### src/rtl/dma_chain_pkg.sv
package dma_chain_pkg;

  localparam int REG_AW = 4;
  localparam int CMD_W  = 6;
  localparam int STAT_W = 5;

  // register word offsets
  localparam logic [REG_AW-1:0] RA_CTRL   = 4'd0;
  localparam logic [REG_AW-1:0] RA_NEXT   = 4'd1;
  localparam logic [REG_AW-1:0] RA_LIMIT  = 4'd2;
  localparam logic [REG_AW-1:0] RA_START  = 4'd3;
  localparam logic [REG_AW-1:0] RA_STOP   = 4'd4;
  localparam logic [REG_AW-1:0] RA_SHADOW = 4'd5;
  localparam int                N_SHADOW  = 4;

  // command bits (write-one)
  localparam int CB_RESET   = 0;
  localparam int CB_CLRDONE = 1;
  localparam int CB_SETEN   = 2;
  localparam int CB_ARM     = 3;
  localparam int CB_DIRRD   = 4;
  localparam int CB_DIRWR   = 5;

  typedef enum logic {XS_IDLE, XS_BUSY} xfer_state_t;

endpackage

### src/rtl/dma_chain_segregs.sv
module dma_chain_segregs
  import dma_chain_pkg::*;
#(
  parameter int AW   = 32,
  parameter int STEP = 4
) (
  input  logic              clk,
  input  logic              rst,
  input  logic              sw_we,
  input  logic [REG_AW-1:0] sw_addr,
  input  logic [AW-1:0]     sw_wdata,
  input  logic              adv,
  input  logic              chain,
  input  logic [REG_AW-1:0] rd_addr,
  output logic [AW-1:0]     rd_val,
  output logic [AW-1:0]     next_q,
  output logic [AW-1:0]     limit_q
);

  localparam logic [AW-1:0] STEP_V = AW'(STEP);

  logic [AW-1:0] start_q, stop_q;
  logic [AW-1:0] sh_val [N_SHADOW];

  wire wr_next  = sw_we && (sw_addr == RA_NEXT);
  wire wr_limit = sw_we && (sw_addr == RA_LIMIT);

  always_ff @(posedge clk) begin
    if (rst) begin
      next_q  <= '0;
      limit_q <= '0;
      start_q <= '0;
      stop_q  <= '0;
    end else begin
      if (wr_next)    next_q <= sw_wdata;
      else if (chain) next_q <= start_q;
      else if (adv)   next_q <= next_q + STEP_V;

      if (wr_limit)   limit_q <= sw_wdata;
      else if (chain) limit_q <= stop_q;

      if (sw_we && sw_addr == RA_START) start_q <= sw_wdata;
      if (sw_we && sw_addr == RA_STOP)  stop_q  <= sw_wdata;
    end
  end

  // software-only shadow copies
  for (genvar g = 0; g < N_SHADOW; g++) begin : g_shadow
    localparam logic [REG_AW-1:0] MY_ADDR = REG_AW'(int'(RA_SHADOW) + g);
    logic [AW-1:0] val_q;
    always_ff @(posedge clk) begin
      if (rst)                             val_q <= '0;
      else if (sw_we && sw_addr == MY_ADDR) val_q <= sw_wdata;
    end
    assign sh_val[g] = val_q;
  end

  always_comb begin
    case (rd_addr)
      RA_NEXT:  rd_val = next_q;
      RA_LIMIT: rd_val = limit_q;
      RA_START: rd_val = start_q;
      RA_STOP:  rd_val = stop_q;
      4'd5:     rd_val = sh_val[0];
      4'd6:     rd_val = sh_val[1];
      4'd7:     rd_val = sh_val[2];
      4'd8:     rd_val = sh_val[3];
      default:  rd_val = '0;
    endcase
  end

  // a completed word moves the running address by one word
  p_advance_step_r3: assert property (@(posedge clk) disable iff (rst)
    (adv && !chain && !wr_next) |=> (next_q == $past(next_q) + STEP_V));

  // chaining copies the queued pair into the active pair
  p_chain_load_r4: assert property (@(posedge clk) disable iff (rst)
    (chain && !sw_we) |=> (next_q == $past(start_q) && limit_q == $past(stop_q)));

endmodule

### src/rtl/dma_chain_engine.sv
module dma_chain_engine
  import dma_chain_pkg::*;
#(
  parameter int AW = 32,
  parameter int DW = 32
) (
  input  logic             clk,
  input  logic             rst,
  input  logic             any_we,
  input  logic             ctrl_we,
  input  logic [CMD_W-1:0] cmd,
  input  logic [AW-1:0]    next_q,
  input  logic [AW-1:0]    limit_q,
  input  logic             mem_ack,
  input  logic             mem_err,
  input  logic [DW-1:0]    mem_rdata,
  input  logic             per_req,
  input  logic [DW-1:0]    per_rdata,
  output logic             adv,
  output logic             chain,
  output logic             en_q,
  output logic             upd_q,
  output logic             done_q,
  output logic             berr_q,
  output logic             dir_q,
  output logic             mem_req,
  output logic             mem_we,
  output logic [AW-1:0]    mem_addr,
  output logic [DW-1:0]    mem_wdata,
  output logic             per_ack,
  output logic [DW-1:0]    per_wdata
);

  xfer_state_t state_q;

  wire at_limit  = (next_q == limit_q);
  wire can_act   = en_q && (state_q == XS_IDLE) && !any_we;
  wire boundary  = can_act && at_limit;
  wire issue     = can_act && !at_limit && per_req;
  wire busy      = (state_q == XS_BUSY);
  wire bus_fault = busy && mem_err;

  assign chain = boundary && upd_q;
  assign adv   = busy && mem_ack && !mem_err;

  // status flags: software commands first, hardware events override
  always_ff @(posedge clk) begin
    if (rst) begin
      en_q   <= 1'b0;
      upd_q  <= 1'b0;
      done_q <= 1'b0;
      berr_q <= 1'b0;
      dir_q  <= 1'b0;
    end else begin
      if (ctrl_we) begin
        if (cmd[CB_RESET]) begin
          en_q   <= 1'b0;
          upd_q  <= 1'b0;
          done_q <= 1'b0;
          berr_q <= 1'b0;
        end else begin
          if (cmd[CB_SETEN]) en_q  <= 1'b1;
          if (cmd[CB_ARM])   upd_q <= 1'b1;
        end
        if (cmd[CB_CLRDONE]) done_q <= 1'b0;
        if (cmd[CB_DIRRD])      dir_q <= 1'b1;
        else if (cmd[CB_DIRWR]) dir_q <= 1'b0;
      end
      if (boundary) begin
        done_q <= 1'b1;
        if (upd_q) upd_q <= 1'b0;
        else       en_q  <= 1'b0;
      end
      if (bus_fault) begin
        berr_q <= 1'b1;
        done_q <= 1'b1;
        en_q   <= 1'b0;
      end
    end
  end

  // word mover
  always_ff @(posedge clk) begin
    if (rst) begin
      state_q   <= XS_IDLE;
      mem_req   <= 1'b0;
      mem_we    <= 1'b0;
      mem_addr  <= '0;
      mem_wdata <= '0;
      per_ack   <= 1'b0;
      per_wdata <= '0;
    end else begin
      per_ack <= 1'b0;
      case (state_q)
        XS_IDLE: begin
          if (issue) begin
            mem_req   <= 1'b1;
            mem_addr  <= next_q;
            mem_we    <= ~dir_q;
            mem_wdata <= per_rdata;
            state_q   <= XS_BUSY;
          end
        end
        XS_BUSY: begin
          if (mem_err) begin
            mem_req <= 1'b0;
            state_q <= XS_IDLE;
          end else if (mem_ack) begin
            mem_req   <= 1'b0;
            per_ack   <= 1'b1;
            per_wdata <= mem_rdata;
            state_q   <= XS_IDLE;
          end
        end
        default: state_q <= XS_IDLE;
      endcase
    end
  end

  // hand-over keeps the channel running and disarms the chain flag
  p_chain_keeps_en_r4: assert property (@(posedge clk) disable iff (rst)
    (boundary && upd_q) |=> (en_q && !upd_q && done_q));

  // end without a queued segment stops the channel
  p_shutdown_r5: assert property (@(posedge clk) disable iff (rst)
    (boundary && !upd_q) |=> (!en_q && done_q));

  // no new request once disabled
  p_no_issue_off_r5: assert property (@(posedge clk) disable iff (rst)
    !en_q |=> !$rose(mem_req));

  // reset plus clear-complete leaves the flags at zero
  p_reset_clears_r2: assert property (@(posedge clk) disable iff (rst)
    (ctrl_we && cmd[CB_RESET] && cmd[CB_CLRDONE] && !bus_fault)
      |=> (!en_q && !upd_q && !done_q && !berr_q));

  // a fault stops the channel and is reported
  p_fault_stops_r7: assert property (@(posedge clk) disable iff (rst)
    bus_fault |=> (!en_q && berr_q && done_q));

  // a pending request holds its address until answered
  p_req_held_r3: assert property (@(posedge clk) disable iff (rst)
    (mem_req && !mem_ack && !mem_err) |=> (mem_req && $stable(mem_addr)));

endmodule

### src/rtl/dma_chain_chan.sv
module dma_chain_chan
  import dma_chain_pkg::*;
#(
  parameter int AW = 32,
  parameter int DW = 32
) (
  input  logic              clk,
  input  logic              rst,
  input  logic              reg_we,
  input  logic [REG_AW-1:0] reg_addr,
  input  logic [AW-1:0]     reg_wdata,
  output logic [AW-1:0]     reg_rdata,
  output logic              irq,
  output logic              mem_req,
  output logic              mem_we,
  output logic [AW-1:0]     mem_addr,
  output logic [DW-1:0]     mem_wdata,
  input  logic [DW-1:0]     mem_rdata,
  input  logic              mem_ack,
  input  logic              mem_err,
  input  logic              per_req,
  input  logic [DW-1:0]     per_rdata,
  output logic              per_ack,
  output logic [DW-1:0]     per_wdata
);

  localparam int STEP = DW / 8;

  logic [AW-1:0] next_q, limit_q, seg_rd;
  logic adv, chain, en_q, upd_q, done_q, berr_q, dir_q;
  logic [STAT_W-1:0] status;

  wire ctrl_we = reg_we && (reg_addr == RA_CTRL);

  dma_chain_segregs #(.AW(AW), .STEP(STEP)) u_seg (
    .clk      (clk),
    .rst      (rst),
    .sw_we    (reg_we),
    .sw_addr  (reg_addr),
    .sw_wdata (reg_wdata),
    .adv      (adv),
    .chain    (chain),
    .rd_addr  (reg_addr),
    .rd_val   (seg_rd),
    .next_q   (next_q),
    .limit_q  (limit_q)
  );

  dma_chain_engine #(.AW(AW), .DW(DW)) u_eng (
    .clk       (clk),
    .rst       (rst),
    .any_we    (reg_we),
    .ctrl_we   (ctrl_we),
    .cmd       (reg_wdata[CMD_W-1:0]),
    .next_q    (next_q),
    .limit_q   (limit_q),
    .mem_ack   (mem_ack),
    .mem_err   (mem_err),
    .mem_rdata (mem_rdata),
    .per_req   (per_req),
    .per_rdata (per_rdata),
    .adv       (adv),
    .chain     (chain),
    .en_q      (en_q),
    .upd_q     (upd_q),
    .done_q    (done_q),
    .berr_q    (berr_q),
    .dir_q     (dir_q),
    .mem_req   (mem_req),
    .mem_we    (mem_we),
    .mem_addr  (mem_addr),
    .mem_wdata (mem_wdata),
    .per_ack   (per_ack),
    .per_wdata (per_wdata)
  );

  assign status = {dir_q, berr_q, done_q, upd_q, en_q};
  assign irq    = done_q;

  always_ff @(posedge clk) begin
    if (rst)                     reg_rdata <= '0;
    else if (reg_addr == RA_CTRL) reg_rdata <= {{(AW-STAT_W){1'b0}}, status};
    else                         reg_rdata <= seg_rd;
  end

  // interrupt falls on the edge after a clear-complete with no fault
  p_irq_clear_r6: assert property (@(posedge clk) disable iff (rst)
    (ctrl_we && reg_wdata[CB_CLRDONE] && !(mem_req && mem_err)) |=> !irq);

endmodule

### config.mk
export PLATFORM = sky130hd
export DESIGN_NAME = dma_chain_chan
export DESIGN_NICKNAME = d
export VERILOG_FILES = /design/src/rtl/dma_chain_pkg.sv /design/src/rtl/dma_chain_segregs.sv /design/src/rtl/dma_chain_engine.sv /design/src/rtl/dma_chain_chan.sv
export SDC_FILE = /design/constraint.sdc
export NUM_CORES = 1
export LEC_CHECK = 0
export BUFFER_PORTS_ARGS = -buffer_cell sky130_fd_sc_hd__buf_2
export CAP_MARGIN = 20
export CORE_MARGIN = 2
export CORE_UTILIZATION = 58
export DETAILED_ROUTE_END_ITERATION = 16
export PLACE_DENSITY = 0.78
export SKIP_CTS_REPAIR_TIMING = 1
export SLEW_MARGIN = 10
export SYNTH_ARGS = -nofsm -noshare
export SYNTH_HDL_FRONTEND = slang
export SYNTH_HIERARCHICAL = 1
export SYNTH_SLANG_ARGS = --single-unit
### constraint.sdc
create_clock -name clk -period 3.51 [get_ports clk]
set_input_delay 0 -clock clk [delete_from_list [all_inputs] [get_ports clk]]
set_output_delay 0 -clock clk [all_outputs]
set_load 0.02 [all_outputs]
==> impl_results.md <==
- Remaining DRCs: 0
- Die height: between 150 and 200 um
- Placed cell count: between 2000 and 3000
- CTS tree: built
- RD Place Congestion: around 1
- Skew final: around 0.014 ns
- Relative slew slack: roughly a quarter
- Reg area: a little under 8000 um2
- Layout cells sized above 1: roughly 17%
- HP Class: in2reg
- Max_cap viols: 0
- Worst Setup Start Kind: register
- DRT Pass-1 Iters: 9
- Row cnt: between 60 and 70
- Nets: 2515
- CTS root buf: clkbuf_16
- Initial drt markers: 2722
- DRT antenna net count: 0
- Grt ovf: 0
- Async SR Flop Fraction: 0%
- Final setup violation count: 0
- Max-slew violations: 0
- PD cells: about 460 nW/um2
- Worst reg2reg setup slack: ~0.46 ns
- Die W: about 180 um
- Antenna cells: 0
- Count leader, synth: nand2_1
- Synth top area share: about 44%
- GRT Overall Usage: a little under two fifths
- Fin crit share: around 87%
- Total power: between 0.01 and 0.015 W
- Core Region: approximately 30000 um2
- Antenna violations before repair: 0
- Number of fill cells: 2182
- Leak Pwr: ~8.1 nW
- Routed WL: approximately 66000 um
- Maximum number of pins on one net before global-route repair: 130
- Clk slew on worst S/H paths: roughly 0.06 ns
- Setup TNS: 0 ns
- Hold Path Depth: 5
- H-tree depth: 2
- Endpoint type of the worst setup path: register
- Post-Syn Area per Cell: ~8.2 um2
- Reg2Reg Depth: 9
- Initial Util: roughly three fifths
- DR vias/cell: between 6 and 7
- Synth Flop Type: dfxtp_1
- Ports: between 200 and 250
- Wire per inst: around 23 um
- Largest cells by area after synthesis: dfxtp_1 44%, nand2_1 11%, a21oi_1 7.7%, mux2i_1 6.6%, nand2b_1 5.3%
- Area taken by multi-input logic gates: between 9000 and 10000 um2
- Sequential element share of the synthesized area: around 44%
- Clock buffer depth: 3
- Area delta synth->final: 22.9%
- Syn nets: 2260
- HPWL after DPL: approximately 40000 um
- CTS Buf Count: between 40 and 50
- Reg2reg end: u_seg/next_q[13]
- Status: complete, but fails checks
- Cell count after synthesis: about 2200
- Max Clk Rate: between 300 and 400 MHz
- Min Tclk post-route: between 3 and 4 ns
- Number of synthesized flops with an enable pin: 0
- First-pass GRT wire length: 91300 um
- Hold Path End: u_seg/g_shadow[3].val_q[2]
- Commonest cells in the synthesized netlist: 513 x nand2_1, 393 x dfxtp_1, 271 x a21oi_1
- Worst skew pair latency: roughly 0.54 ns
- Reg-to-Reg Start: u_seg/next_q[6]
- Post-Syn Area: between 15000 and 20000 um2
- Clk sink count: between 300 and 400
- Port Buffers: 237
- RSZ-0062 raised after global routing: no
- Final cell count without fillers: 2835
- Netlist cell types: 63
- Worst Min Path Start: reg_we
- Critical Path RT: approximately 4 ns
- Final hold violation count: 2
- Critical path class: reg2reg
- Die area: 32000 um2
- Max rail drop VDD: approximately 0.36 mV
- Via count: roughly 18000
- Syn. warnings: 6
- Via count of the first global-routing pass: approximately 16000
- Worst Path Arrival: 3.45 ns
- Failing checks: negative hold slack
- Crit Path Max Fanout: 15
- Seq cells post-synth: 393
- Worst hold margin: -0.00780 ns
- Slew @ Worst Pin: approximately 1.1 ns
- Biggest area consumer among synthesized cells: dfxtp_1
-- metrics by stage --
step / worst slack [ns] / area, um2 / hold slack (ns) / utilization, %
after floorplan: 0.727 / 17700 / 0.136 / -
after global placement: 0.629 / 19200 / 0.240 / 63.4
final: 0.460 / 21800 / -0.00780 / 71.8
after global routing: 0.221 / 21800 / 0.0215 / 71.8
after detailed placement: 0.529 / 19200 / 0.247 / 63.4
after CTS: 0.540 / 20700 / -0.313 / 68.3
-- cell type report --
type | instances | area share [%]
flip-flops and latches | 393 | 36.1
clock buffers | 60 | 5.69
well taps | 396 | 2.27
repair buffers | 412 | 13.3
inverters | 7 | 0.121
clock inverters | 14 | 1.15
multi-input cells | 1553 | 41.4
-- cell usage in the layout, fill, tap and decap left out, types with 17 or more instances in the layout --
cell,netlist,routed
a22oi_1,31,31
nor2b_1,21,21
a211oi_1,40,40
clkbuf_16,0,43
dfxtp_1,393,393
nand2b_1,150,149
nand3_1,22,22
nor3b_1,37,35
buf_2,30,236
a21oi_1,271,271
a22o_1,17,17
buf_4,2,63
o21ai_0,22,22
o211ai_1,20,20
xor2_1,46,46
dlygate4sd3_1,0,102
nand2_1,513,513
nor2_1,68,63
mux2i_1,117,117
a222oi_1,43,43
-- how the worst max path moves through the flow --
stage                                start                 to  cells after the start
after floorplan           u_seg/next_q[10]  u_seg/limit_q[10]                     10
after global placement     u_seg/next_q[6]   u_seg/next_q[13]                      9
after detailed placement   u_seg/next_q[6]   u_seg/next_q[13]                      9
after CTS                  u_seg/next_q[6]   u_seg/next_q[13]                      9
after global routing       u_seg/next_q[6]   u_seg/next_q[26]                     10
final                      u_seg/next_q[6]   u_seg/next_q[13]                      9
-- state kept, by name (all words and copies together), names as in the netlist, 32 cells and up --
name                  cells
u_seg/start_q            32
u_seg/limit_q            32
u_eng/mem_addr           32
u_seg/stop_q             32
u_seg/g_shadow.val_q    128
reg_rdata                32
u_eng/mem_wdata          32
u_seg/next_q             32
u_eng/per_wdata          32
-- kinds of logic after synthesis --
logic type                 share of synthesized area, %
adders and majority gates                        0.0706
and+or+nand+nor                                    23.8
DFF                                                44.4
AOI/OAI and AO/OA                                  17.3
muxes                                              6.86
buffers and inverters                              5.06
xor gates and xnor gates                           2.52
-- worst max-delay path, stage by stage, from the launching register on --
cell	delay, ns
dfxtp_1	0.46
xor2_1	0.14
nor4_1	0.35
nand4_1	0.26
or3_1	0.50
nor2_4	0.39
buf_4	0.34
nor3_1	0.09
a221oi_1	0.29
nor3_1	0.08
-- where the power goes --
group          leakage (nW)  switching [W]  internal (W)  total (W)
logic                  4.21       0.000447      0.000277   0.000724
clock network         0.733        0.00183       0.00296    0.00479
registers              3.17      0.0000545       0.00451    0.00457
total                  8.11        0.00233       0.00776     0.0101
-- per-layer routing --
metal  vias up  global-route usage, %  routed length (um)
met2      1279                   56.7               29000
met5         -                      0                   0
li1       7917                      -                   -
met3       242                   9.25                8790
met1      8363                   48.8               24900
met4         0                   19.1                3620
Power figures use the tool's default switching activity.
